## src/rtl/blit_pkg.sv

```systemverilog
package blit_pkg;
  localparam int PIX_W   = 32;
  localparam int COORD_W = 16;
  localparam int PITCH_W = 16;
  localparam int BASE_W  = 32;

  localparam logic [3:0]         DTYPE_ARGB32 = 4'd6;
  localparam logic [7:0]         ROP_SRCCOPY  = 8'hCC;
  localparam logic [COORD_W-1:0] COORD_MAX    = 16'h3FFF;
  localparam logic [BASE_W-1:0]  DISP_MASK    = 32'h07FF_FFFF;

  typedef enum logic [2:0] {
    ERR_NONE  = 3'd0,
    ERR_DTYPE = 3'd1,
    ERR_ROP   = 3'd2,
    ERR_PITCH = 3'd3,
    ERR_RANGE = 3'd4
  } blit_err_e;

  typedef enum logic [2:0] {
    ST_IDLE,
    ST_RDREQ,
    ST_RDWAIT,
    ST_WRITE,
    ST_DONE
  } blit_state_e;
endpackage

```

## src/rtl/blit_setup.sv

```systemverilog
module blit_setup
  import blit_pkg::*;
#(
  parameter int ADDR_W          = 12,
  parameter bit USE_DISP_OFFSET = 1'b0
) (
  input  logic               own_pitch,
  input  logic               dir_ltr,
  input  logic               dir_ttb,
  input  logic [3:0]         dtype_lo,
  input  logic [7:0]         rop,
  input  logic [COORD_W-1:0] src_x,
  input  logic [COORD_W-1:0] src_y,
  input  logic [COORD_W-1:0] dst_x,
  input  logic [COORD_W-1:0] dst_y,
  input  logic [COORD_W-1:0] width,
  input  logic [COORD_W-1:0] height,
  input  logic [PITCH_W-1:0] src_pitch,
  input  logic [PITCH_W-1:0] dst_pitch,
  input  logic [PITCH_W-1:0] dflt_pitch,
  input  logic [BASE_W-1:0]  src_base,
  input  logic [BASE_W-1:0]  dst_base,
  input  logic [BASE_W-1:0]  dflt_base,
  input  logic [BASE_W-1:0]  disp_offset,
  output blit_err_e          err,
  output logic               empty,
  output logic [BASE_W-2:0]  src_wbase,
  output logic [BASE_W-2:0]  dst_wbase,
  output logic [PITCH_W-3:0] src_wstride,
  output logic [PITCH_W-3:0] dst_wstride,
  output logic [COORD_W-1:0] wb_x,
  output logic [COORD_W-1:0] wb_y
);
  localparam int SUM_W = 40;
  localparam logic [SUM_W-1:0] MEM_BYTES = SUM_W'(4) << ADDR_W;

  logic [BASE_W-1:0]  disp_add;
  logic [BASE_W:0]    s_base, d_base;
  logic [PITCH_W-1:0] s_pitch, d_pitch;
  logic [COORD_W-1:0] s_lo_x, s_lo_y, d_lo_x, d_lo_y;

  generate
    if (USE_DISP_OFFSET) begin : g_disp
      assign disp_add = disp_offset & DISP_MASK;
    end else begin : g_nodisp
      logic unused_disp;
      assign unused_disp = ^disp_offset;
      assign disp_add    = '0;
    end
  endgenerate

  assign s_base  = {1'b0, own_pitch ? src_base : dflt_base} + {1'b0, disp_add};
  assign d_base  = {1'b0, own_pitch ? dst_base : dflt_base} + {1'b0, disp_add};
  assign s_pitch = own_pitch ? src_pitch : dflt_pitch;
  assign d_pitch = own_pitch ? dst_pitch : dflt_pitch;

  assign s_lo_x = dir_ltr ? src_x : src_x + 16'd1 - width;
  assign s_lo_y = dir_ttb ? src_y : src_y + 16'd1 - height;
  assign d_lo_x = dir_ltr ? dst_x : dst_x + 16'd1 - width;
  assign d_lo_y = dir_ttb ? dst_y : dst_y + 16'd1 - height;

  function automatic logic past_end(input logic [BASE_W:0] base,
                                    input logic [COORD_W-1:0] lo_y,
                                    input logic [COORD_W-1:0] h,
                                    input logic [PITCH_W-1:0] pitch);
    logic [SUM_W-1:0] rows, span;
    rows = SUM_W'(lo_y) + SUM_W'(h);
    span = SUM_W'(base) + rows * SUM_W'(pitch);
    return span >= MEM_BYTES;
  endfunction

  logic bad_coord, bad_span;
  assign bad_coord = (s_lo_x > COORD_MAX) || (s_lo_y > COORD_MAX) ||
                     (d_lo_x > COORD_MAX) || (d_lo_y > COORD_MAX);
  assign bad_span  = past_end(s_base, s_lo_y, height, s_pitch) ||
                     past_end(d_base, d_lo_y, height, d_pitch);

  always_comb begin
    if (dtype_lo != DTYPE_ARGB32)                               err = ERR_DTYPE;
    else if (rop != ROP_SRCCOPY)                                err = ERR_ROP;
    else if (s_pitch[PITCH_W-1:2] == '0 || d_pitch[PITCH_W-1:2] == '0) err = ERR_PITCH;
    else if (bad_coord || bad_span)                             err = ERR_RANGE;
    else                                                        err = ERR_NONE;
  end

  assign empty       = (width == '0) || (height == '0);
  assign src_wbase   = s_base[BASE_W:2];
  assign dst_wbase   = d_base[BASE_W:2];
  assign src_wstride = s_pitch[PITCH_W-1:2];
  assign dst_wstride = d_pitch[PITCH_W-1:2];
  assign wb_x        = dir_ltr ? d_lo_x + width  : d_lo_x;
  assign wb_y        = dir_ttb ? d_lo_y + height : d_lo_y;
endmodule

```

## src/rtl/blit_walker.sv

```systemverilog
module blit_walker
  import blit_pkg::*;
#(
  parameter int ADDR_W = 12
) (
  input  logic               clk,
  input  logic               rst_n,
  input  logic               load,
  input  logic               step,
  input  logic               dir_ltr,
  input  logic               dir_ttb,
  input  logic [COORD_W-1:0] first_sx,
  input  logic [COORD_W-1:0] first_sy,
  input  logic [COORD_W-1:0] first_dx,
  input  logic [COORD_W-1:0] first_dy,
  input  logic [COORD_W-1:0] width,
  input  logic [COORD_W-1:0] height,
  input  logic [BASE_W-2:0]  src_wbase,
  input  logic [BASE_W-2:0]  dst_wbase,
  input  logic [PITCH_W-3:0] src_wstride,
  input  logic [PITCH_W-3:0] dst_wstride,
  output logic [ADDR_W-1:0]  src_addr,
  output logic [ADDR_W-1:0]  dst_addr,
  output logic               last
);
  logic [COORD_W-1:0] sx, sy, dx, dy, sx0, dx0, w_q, col_left, row_left;
  logic               ltr_q, ttb_q;
  logic [BASE_W-2:0]  sbase_q, dbase_q;
  logic [PITCH_W-3:0] sstr_q, dstr_q;
  logic               row_end;

  assign row_end = (col_left == 16'd1);
  assign last    = row_end && (row_left == 16'd1);

  always_ff @(posedge clk or negedge rst_n) begin
    if (!rst_n) begin
      sx <= '0; sy <= '0; dx <= '0; dy <= '0;
      sx0 <= '0; dx0 <= '0; w_q <= '0;
      col_left <= '0; row_left <= '0;
      ltr_q <= 1'b1; ttb_q <= 1'b1;
      sbase_q <= '0; dbase_q <= '0; sstr_q <= '0; dstr_q <= '0;
    end else if (load) begin
      sx <= first_sx; sy <= first_sy; dx <= first_dx; dy <= first_dy;
      sx0 <= first_sx; dx0 <= first_dx; w_q <= width;
      col_left <= width; row_left <= height;
      ltr_q <= dir_ltr; ttb_q <= dir_ttb;
      sbase_q <= src_wbase; dbase_q <= dst_wbase;
      sstr_q <= src_wstride; dstr_q <= dst_wstride;
    end else if (step) begin
      if (row_end) begin
        sx       <= sx0;
        dx       <= dx0;
        col_left <= w_q;
        row_left <= row_left - 16'd1;
        sy       <= ttb_q ? sy + 16'd1 : sy - 16'd1;
        dy       <= ttb_q ? dy + 16'd1 : dy - 16'd1;
      end else begin
        col_left <= col_left - 16'd1;
        sx       <= ltr_q ? sx + 16'd1 : sx - 16'd1;
        dx       <= ltr_q ? dx + 16'd1 : dx - 16'd1;
      end
    end
  end

  logic [31:0] s_full, d_full;
  assign s_full = 32'(sbase_q) + 32'(sy) * 32'(sstr_q) + 32'(sx);
  assign d_full = 32'(dbase_q) + 32'(dy) * 32'(dstr_q) + 32'(dx);
  assign src_addr = s_full[ADDR_W-1:0];
  assign dst_addr = d_full[ADDR_W-1:0];

  logic unused_hi;
  assign unused_hi = ^{s_full[31:ADDR_W], d_full[31:ADDR_W]};

  // column step follows the latched horizontal flag
  a_r1_col_step: assert property (@(posedge clk) disable iff (!rst_n)
    (step && !load && !row_end) |=>
      (dx == ($past(ltr_q) ? $past(dx) + 16'd1 : $past(dx) - 16'd1)));

  // row step follows the latched vertical flag and rewinds the column
  a_r2_row_step: assert property (@(posedge clk) disable iff (!rst_n)
    (step && !load && row_end) |=>
      ((dy == ($past(ttb_q) ? $past(dy) + 16'd1 : $past(dy) - 16'd1)) && (dx == dx0)));
endmodule

```

## src/rtl/blit_copy_engine.sv

```systemverilog
module blit_copy_engine
  import blit_pkg::*;
#(
  parameter int ADDR_W          = 12,
  parameter bit USE_DISP_OFFSET = 1'b0
) (
  input  logic              clk,
  input  logic              rst_n,
  input  logic              start,
  input  logic              dir_ltr,
  input  logic              dir_ttb,
  input  logic              own_pitch,
  input  logic [7:0]        dtype,
  input  logic [31:0]       rop_mix,
  input  logic [15:0]       src_x,
  input  logic [15:0]       src_y,
  input  logic [15:0]       dst_x,
  input  logic [15:0]       dst_y,
  input  logic [15:0]       width,
  input  logic [15:0]       height,
  input  logic [15:0]       src_pitch,
  input  logic [15:0]       dst_pitch,
  input  logic [15:0]       dflt_pitch,
  input  logic [31:0]       src_base,
  input  logic [31:0]       dst_base,
  input  logic [31:0]       dflt_base,
  input  logic [31:0]       disp_offset,
  output logic              busy,
  output logic              done,
  output logic              err,
  output logic [2:0]        err_code,
  output logic [15:0]       new_dst_x,
  output logic [15:0]       new_dst_y,
  output logic              rd_req_valid,
  input  logic              rd_req_ready,
  output logic [ADDR_W-1:0] rd_req_addr,
  input  logic              rd_rsp_valid,
  input  logic [31:0]       rd_rsp_data,
  output logic              wr_valid,
  input  logic              wr_ready,
  output logic [ADDR_W-1:0] wr_addr,
  output logic [31:0]       wr_data
);
  blit_err_e          chk_err;
  logic               chk_empty;
  logic [BASE_W-2:0]  s_wbase, d_wbase;
  logic [PITCH_W-3:0] s_wstride, d_wstride;
  logic [COORD_W-1:0] wb_x, wb_y;

  logic unused_cfg;
  assign unused_cfg = ^{dtype[7:4], rop_mix[31:24], rop_mix[15:0]};

  blit_setup #(.ADDR_W(ADDR_W), .USE_DISP_OFFSET(USE_DISP_OFFSET)) u_setup (
    .own_pitch(own_pitch), .dir_ltr(dir_ltr), .dir_ttb(dir_ttb),
    .dtype_lo(dtype[3:0]), .rop(rop_mix[23:16]),
    .src_x(src_x), .src_y(src_y), .dst_x(dst_x), .dst_y(dst_y),
    .width(width), .height(height),
    .src_pitch(src_pitch), .dst_pitch(dst_pitch), .dflt_pitch(dflt_pitch),
    .src_base(src_base), .dst_base(dst_base), .dflt_base(dflt_base),
    .disp_offset(disp_offset),
    .err(chk_err), .empty(chk_empty),
    .src_wbase(s_wbase), .dst_wbase(d_wbase),
    .src_wstride(s_wstride), .dst_wstride(d_wstride),
    .wb_x(wb_x), .wb_y(wb_y)
  );

  blit_state_e state;
  blit_err_e   err_q;
  logic [PIX_W-1:0]   data_q;
  logic [COORD_W-1:0] pend_x, pend_y;
  logic               accept, go, w_last, w_step;

  assign accept = (state == ST_IDLE) && start;
  assign go     = accept && (chk_err == ERR_NONE) && !chk_empty;
  assign w_step = (state == ST_WRITE) && wr_ready && !w_last;

  blit_walker #(.ADDR_W(ADDR_W)) u_walker (
    .clk(clk), .rst_n(rst_n), .load(go), .step(w_step),
    .dir_ltr(dir_ltr), .dir_ttb(dir_ttb),
    .first_sx(src_x), .first_sy(src_y), .first_dx(dst_x), .first_dy(dst_y),
    .width(width), .height(height),
    .src_wbase(s_wbase), .dst_wbase(d_wbase),
    .src_wstride(s_wstride), .dst_wstride(d_wstride),
    .src_addr(rd_req_addr), .dst_addr(wr_addr), .last(w_last)
  );

  always_ff @(posedge clk or negedge rst_n) begin
    if (!rst_n) begin
      state     <= ST_IDLE;
      err_q     <= ERR_NONE;
      data_q    <= '0;
      pend_x    <= '0;
      pend_y    <= '0;
      new_dst_x <= '0;
      new_dst_y <= '0;
    end else begin
      unique case (state)
        ST_IDLE: if (accept) begin
          err_q  <= chk_err;
          pend_x <= wb_x;
          pend_y <= wb_y;
          if (go) begin
            state <= ST_RDREQ;
          end else begin
            state <= ST_DONE;
            if (chk_err == ERR_NONE) begin
              new_dst_x <= wb_x;
              new_dst_y <= wb_y;
            end
          end
        end
        ST_RDREQ:  if (rd_req_ready) state <= ST_RDWAIT;
        ST_RDWAIT: if (rd_rsp_valid) begin
          data_q <= rd_rsp_data;
          state  <= ST_WRITE;
        end
        ST_WRITE: if (wr_ready) begin
          if (w_last) begin
            state     <= ST_DONE;
            new_dst_x <= pend_x;
            new_dst_y <= pend_y;
          end else begin
            state <= ST_RDREQ;
          end
        end
        ST_DONE: state <= ST_IDLE;
        default: state <= ST_IDLE;
      endcase
    end
  end

  assign busy         = (state != ST_IDLE);
  assign done         = (state == ST_DONE);
  assign err          = done && (err_q != ERR_NONE);
  assign err_code     = err_q;
  assign rd_req_valid = (state == ST_RDREQ);
  assign wr_valid     = (state == ST_WRITE);
  assign wr_data      = data_q;

  // a stalled read request keeps its address
  a_r11_rd_hold: assert property (@(posedge clk) disable iff (!rst_n)
    (rd_req_valid && !rd_req_ready) |=> (rd_req_valid && $stable(rd_req_addr)));

  // a stalled write keeps address and data
  a_r11_wr_hold: assert property (@(posedge clk) disable iff (!rst_n)
    (wr_valid && !wr_ready) |=> (wr_valid && $stable(wr_addr) && $stable(wr_data)));

  // completion is a single-cycle pulse followed by idle
  a_r10_done_pulse: assert property (@(posedge clk) disable iff (!rst_n)
    done |=> (!done && !busy));

  // coordinate outputs move only on the edge that enters completion
  a_r9_wb_timing: assert property (@(posedge clk) disable iff (!rst_n)
    (!done && !$stable(new_dst_x)) |-> 1'b0);
endmodule

```

## config.mk

```make
export PLATFORM = sky130hd
export DESIGN_NAME = blit_copy_engine
export DESIGN_NICKNAME = d
export VERILOG_FILES = /design/src/rtl/blit_pkg.sv /design/src/rtl/blit_setup.sv /design/src/rtl/blit_walker.sv /design/src/rtl/blit_copy_engine.sv
export SDC_FILE = /design/constraint.sdc
export NUM_CORES = 2
export LEC_CHECK = 0
export ABC_AREA = 1
export BUFFER_PORTS_ARGS = -buffer_cell sky130_fd_sc_hd__buf_2
export CAP_MARGIN = 15
export CORE_UTILIZATION = 45
export CTS_BUF_LIST = sky130_fd_sc_hd__clkbuf_16
export DETAILED_ROUTE_END_ITERATION = 10
export SLEW_MARGIN = 15
export SYNTH_ARGS = -nofsm -noshare
export SYNTH_HDL_FRONTEND = slang
export SYNTH_HIERARCHICAL = 1
export SYNTH_SLANG_ARGS = --single-unit
```

## constraint.sdc

```tcl
create_clock -name clk -period 5.7 [get_ports clk]
set_clock_uncertainty 0.2 [all_clocks]
set_input_delay 0 -clock clk [delete_from_list [all_inputs] [get_ports clk]]
set_output_delay 0 -clock clk [all_outputs]
set_load 0.03 [all_outputs]
```

==> flow_summary.json <==
{
  "drtIter0Drc": 3764,
  "grt_pass1_vias": 49300,
  "ios": 449,
  "r2r_setup_slack_ns": 1.62,
  "synth_nets": 8365,
  "start_kind": "primary input",
  "startpoint": "height[1]",
  "timing.slew.headroom_pct": 22.7,
  "die_w_um": 332,
  "clock-root-buffer": "clkbuf_16",
  "grt.overflow.total": 0,
  "rsz0062_at_grt": "yes",
  "dp_hpwl_um": 152000,
  "crit_type": "primary input to register",
  "worst_pin_slew_ns": 1.16,
  "fin_area_um2": 66900,
  "rows": 120,
  "crit_fanout": 15,
  "arrival_ns": 9.85,
  "crit_end": "u_walker/row_left[8]",
  "setup_ws_ns": -3.90,
  "place_area_um2": 58600,
  "cap_violations": 0,
  "wl_per_cell_um": 19.5,
  "fmax_mhz": 104,
  "rr_worst_depth": 14,
  "clk_pin_slew_worst_paths_ns": 0.07,
  "end_kind": "register",
  "cts.path.max_buffers": 3,
  "failed_checks": "negative setup slack",
  "die_h_um": 332,
  "final_nets": 9706,
  "hp-class": "primary input to register",
  "die-area_um2": 110000,
  "htreeDepth": 1,
  "timing.rr.start": "u_walker/col_left[1]",
  "report.final.slew_viol_count": 0,
  "slowest_delay_ns": 0.61,
  "syn_avg_cell_area_um2": 7.10,
  "initial_utilization_pct": 45.6,
  "routed_via_density": 5.15,
  "totalWireLength_um": 189000,
  "slowest_stage": "fa_2",
  "r2r_end": "new_dst_y[11]",
  "ys_warn_count": 6,
  "portBuffers": 388,
  "first_pass_iters": 6,
  "core_area_um2": 108000,
  "synth.cell_area_um2": 49100,
  "setup-violations-final": 209,
  "synthCells": 6915,
  "layout-drive-gt1-share_pct": 25.8,
  "ant_nets": 0,
  "hold_viol": 0,
  "clk_latency_ns": 0.61,
  "cts_tree": "yes",
  "cts.sinks": 272,
  "antenna_found_initial": 22,
  "grt_usage_pct": 33.5,
  "fillCellCount": 9754,
  "grt_pass1_wl_um": 286000,
  "cts_made_buffers": 28,
  "grt_max_degree": 95,
  "fin_crit_sh_pct": 168,
  "drc": 0,
  "crit_required_ns": 5.95,
  "num_vias": 49900,
  "gp_congestion": 0.994,
  "status": "finished with violations",
  "syn_to_final_growth_pct": 36.2,
  "layout_min_cycle_time_ns": 9.60
}
[layout by cell type, fill, tap and decap left out, drive strengths merged, types with 7 or more instances in the layout]
cell	count
dlygate4sd3	234
fa	604
nor2	522
nor3	39
o221ai	16
a31oi	19
clkbuf	42
o211ai	8
o2111ai	17
nand2	1973
nor4	11
or2	39
a21o	19
xor2	80
o21ai	294
buf	1233
nand4	29
a21oi	298
a21boi	7
a22oi	13
clkinv	41
ha	493
diode	7
inv	1586
and2	9
nand3	255
a211oi	8
dfrtp	270
xnor2	38
o21bai	20
nand3b	18
o22ai	7
[sequential cells by signal (all words and copies together) (netlist names), 16 cells and up]
| name | cells |
|---|---|
| u_walker/col_left | 16 |
| pend_x | 16 |
| new_dst_y | 16 |
| wr_data | 32 |
| pend_y | 16 |
| u_walker/row_left | 16 |
| new_dst_x | 16 |
| u_walker/w_q | 16 |
[worst max-delay path: cells and delay by family]
| kind | cells | cell delay [ns] |
|---|---|---|
| buf+inv | 14 | 1.36 |
| xor+xnor | 1 | 0.20 |
| simple gates | 23 | 2.47 |
| fa+ha+maj | 11 | 4.42 |
| compound gates | 9 | 1.38 |
[stage by stage]
stage          instances  hold WS [ns]  utilization, %  setup TNS (ns)  worst slack, ns
2_1_floorplan       6915        -0.496               -         -657.60            -3.37
3_3_place_gp        9263        -0.116            54.4        -1091.71            -5.43
3_5_place_dp        9263        -0.107            54.4        -1094.73            -5.48
4_1_cts             9604        0.0188            59.3         -748.20            -3.74
5_1_grt             9683        0.0645            62.1         -866.49            -4.35
6_report            9688        0.0594            62.1         -775.92            -3.90
[timing repair]
action                                 4_1_cts  5_1_grt
gates resized for setup                    343      634
endpoints found under the hold margin      504        0
cloned                                       7       20
pin swaps                                  188      271
hold buffers                               235        0
buffers inserted                            49       61
setup endpoints to repair                  213      216
[layout make-up]
type	count	area (um^2)	area share (%)
repair inverters	4	56.3	0.0842
multi-input cells	4860	38900	58.1
diodes	7	17.5	0.0262
clock inverters	24	265	0.397
flip-flops and latches	272	6840	10.2
well taps	1403	1760	2.62
inverters	1608	6140	9.18
repair buffers	1482	12200	18.3
clock buffers	28	701	1.05
[worst min-delay path by stage]
stage | startpoint | to | slack (ns) | depth (start not counted)
global placement | rst_n | u_walker/col_left[12] | -0.12 | 1
detailed placement | rst_n | u_walker/col_left[12] | -0.11 | 1
finish | dir_ttb | pend_y[2] | 0.06 | 6
global route | dst_x[11] | u_walker/dx0[11] | 0.06 | 4
floorplan | rst_n | err_code[0] | -0.50 | 0
CTS | dir_ttb | pend_y[2] | 0.02 | 6
[routing by layer]
layer | up-vias | track usage [%] | routed length, um | share of wire (%)
li1 | 23600 | - | - | -
met1 | 24000 | 45.4 | 80300 | 43
met2 | 1858 | 54.7 | 87400 | 46
met3 | 372 | 4.09 | 12100 | 6.4
met4 | 16 | 12.8 | 8670 | 4.6
met5 | - | 0 | 103 | 0.055
Power is left out: the tool's default activity adds up to more than one toggle a clock period on the data nets, which glitch-free logic cannot reach.
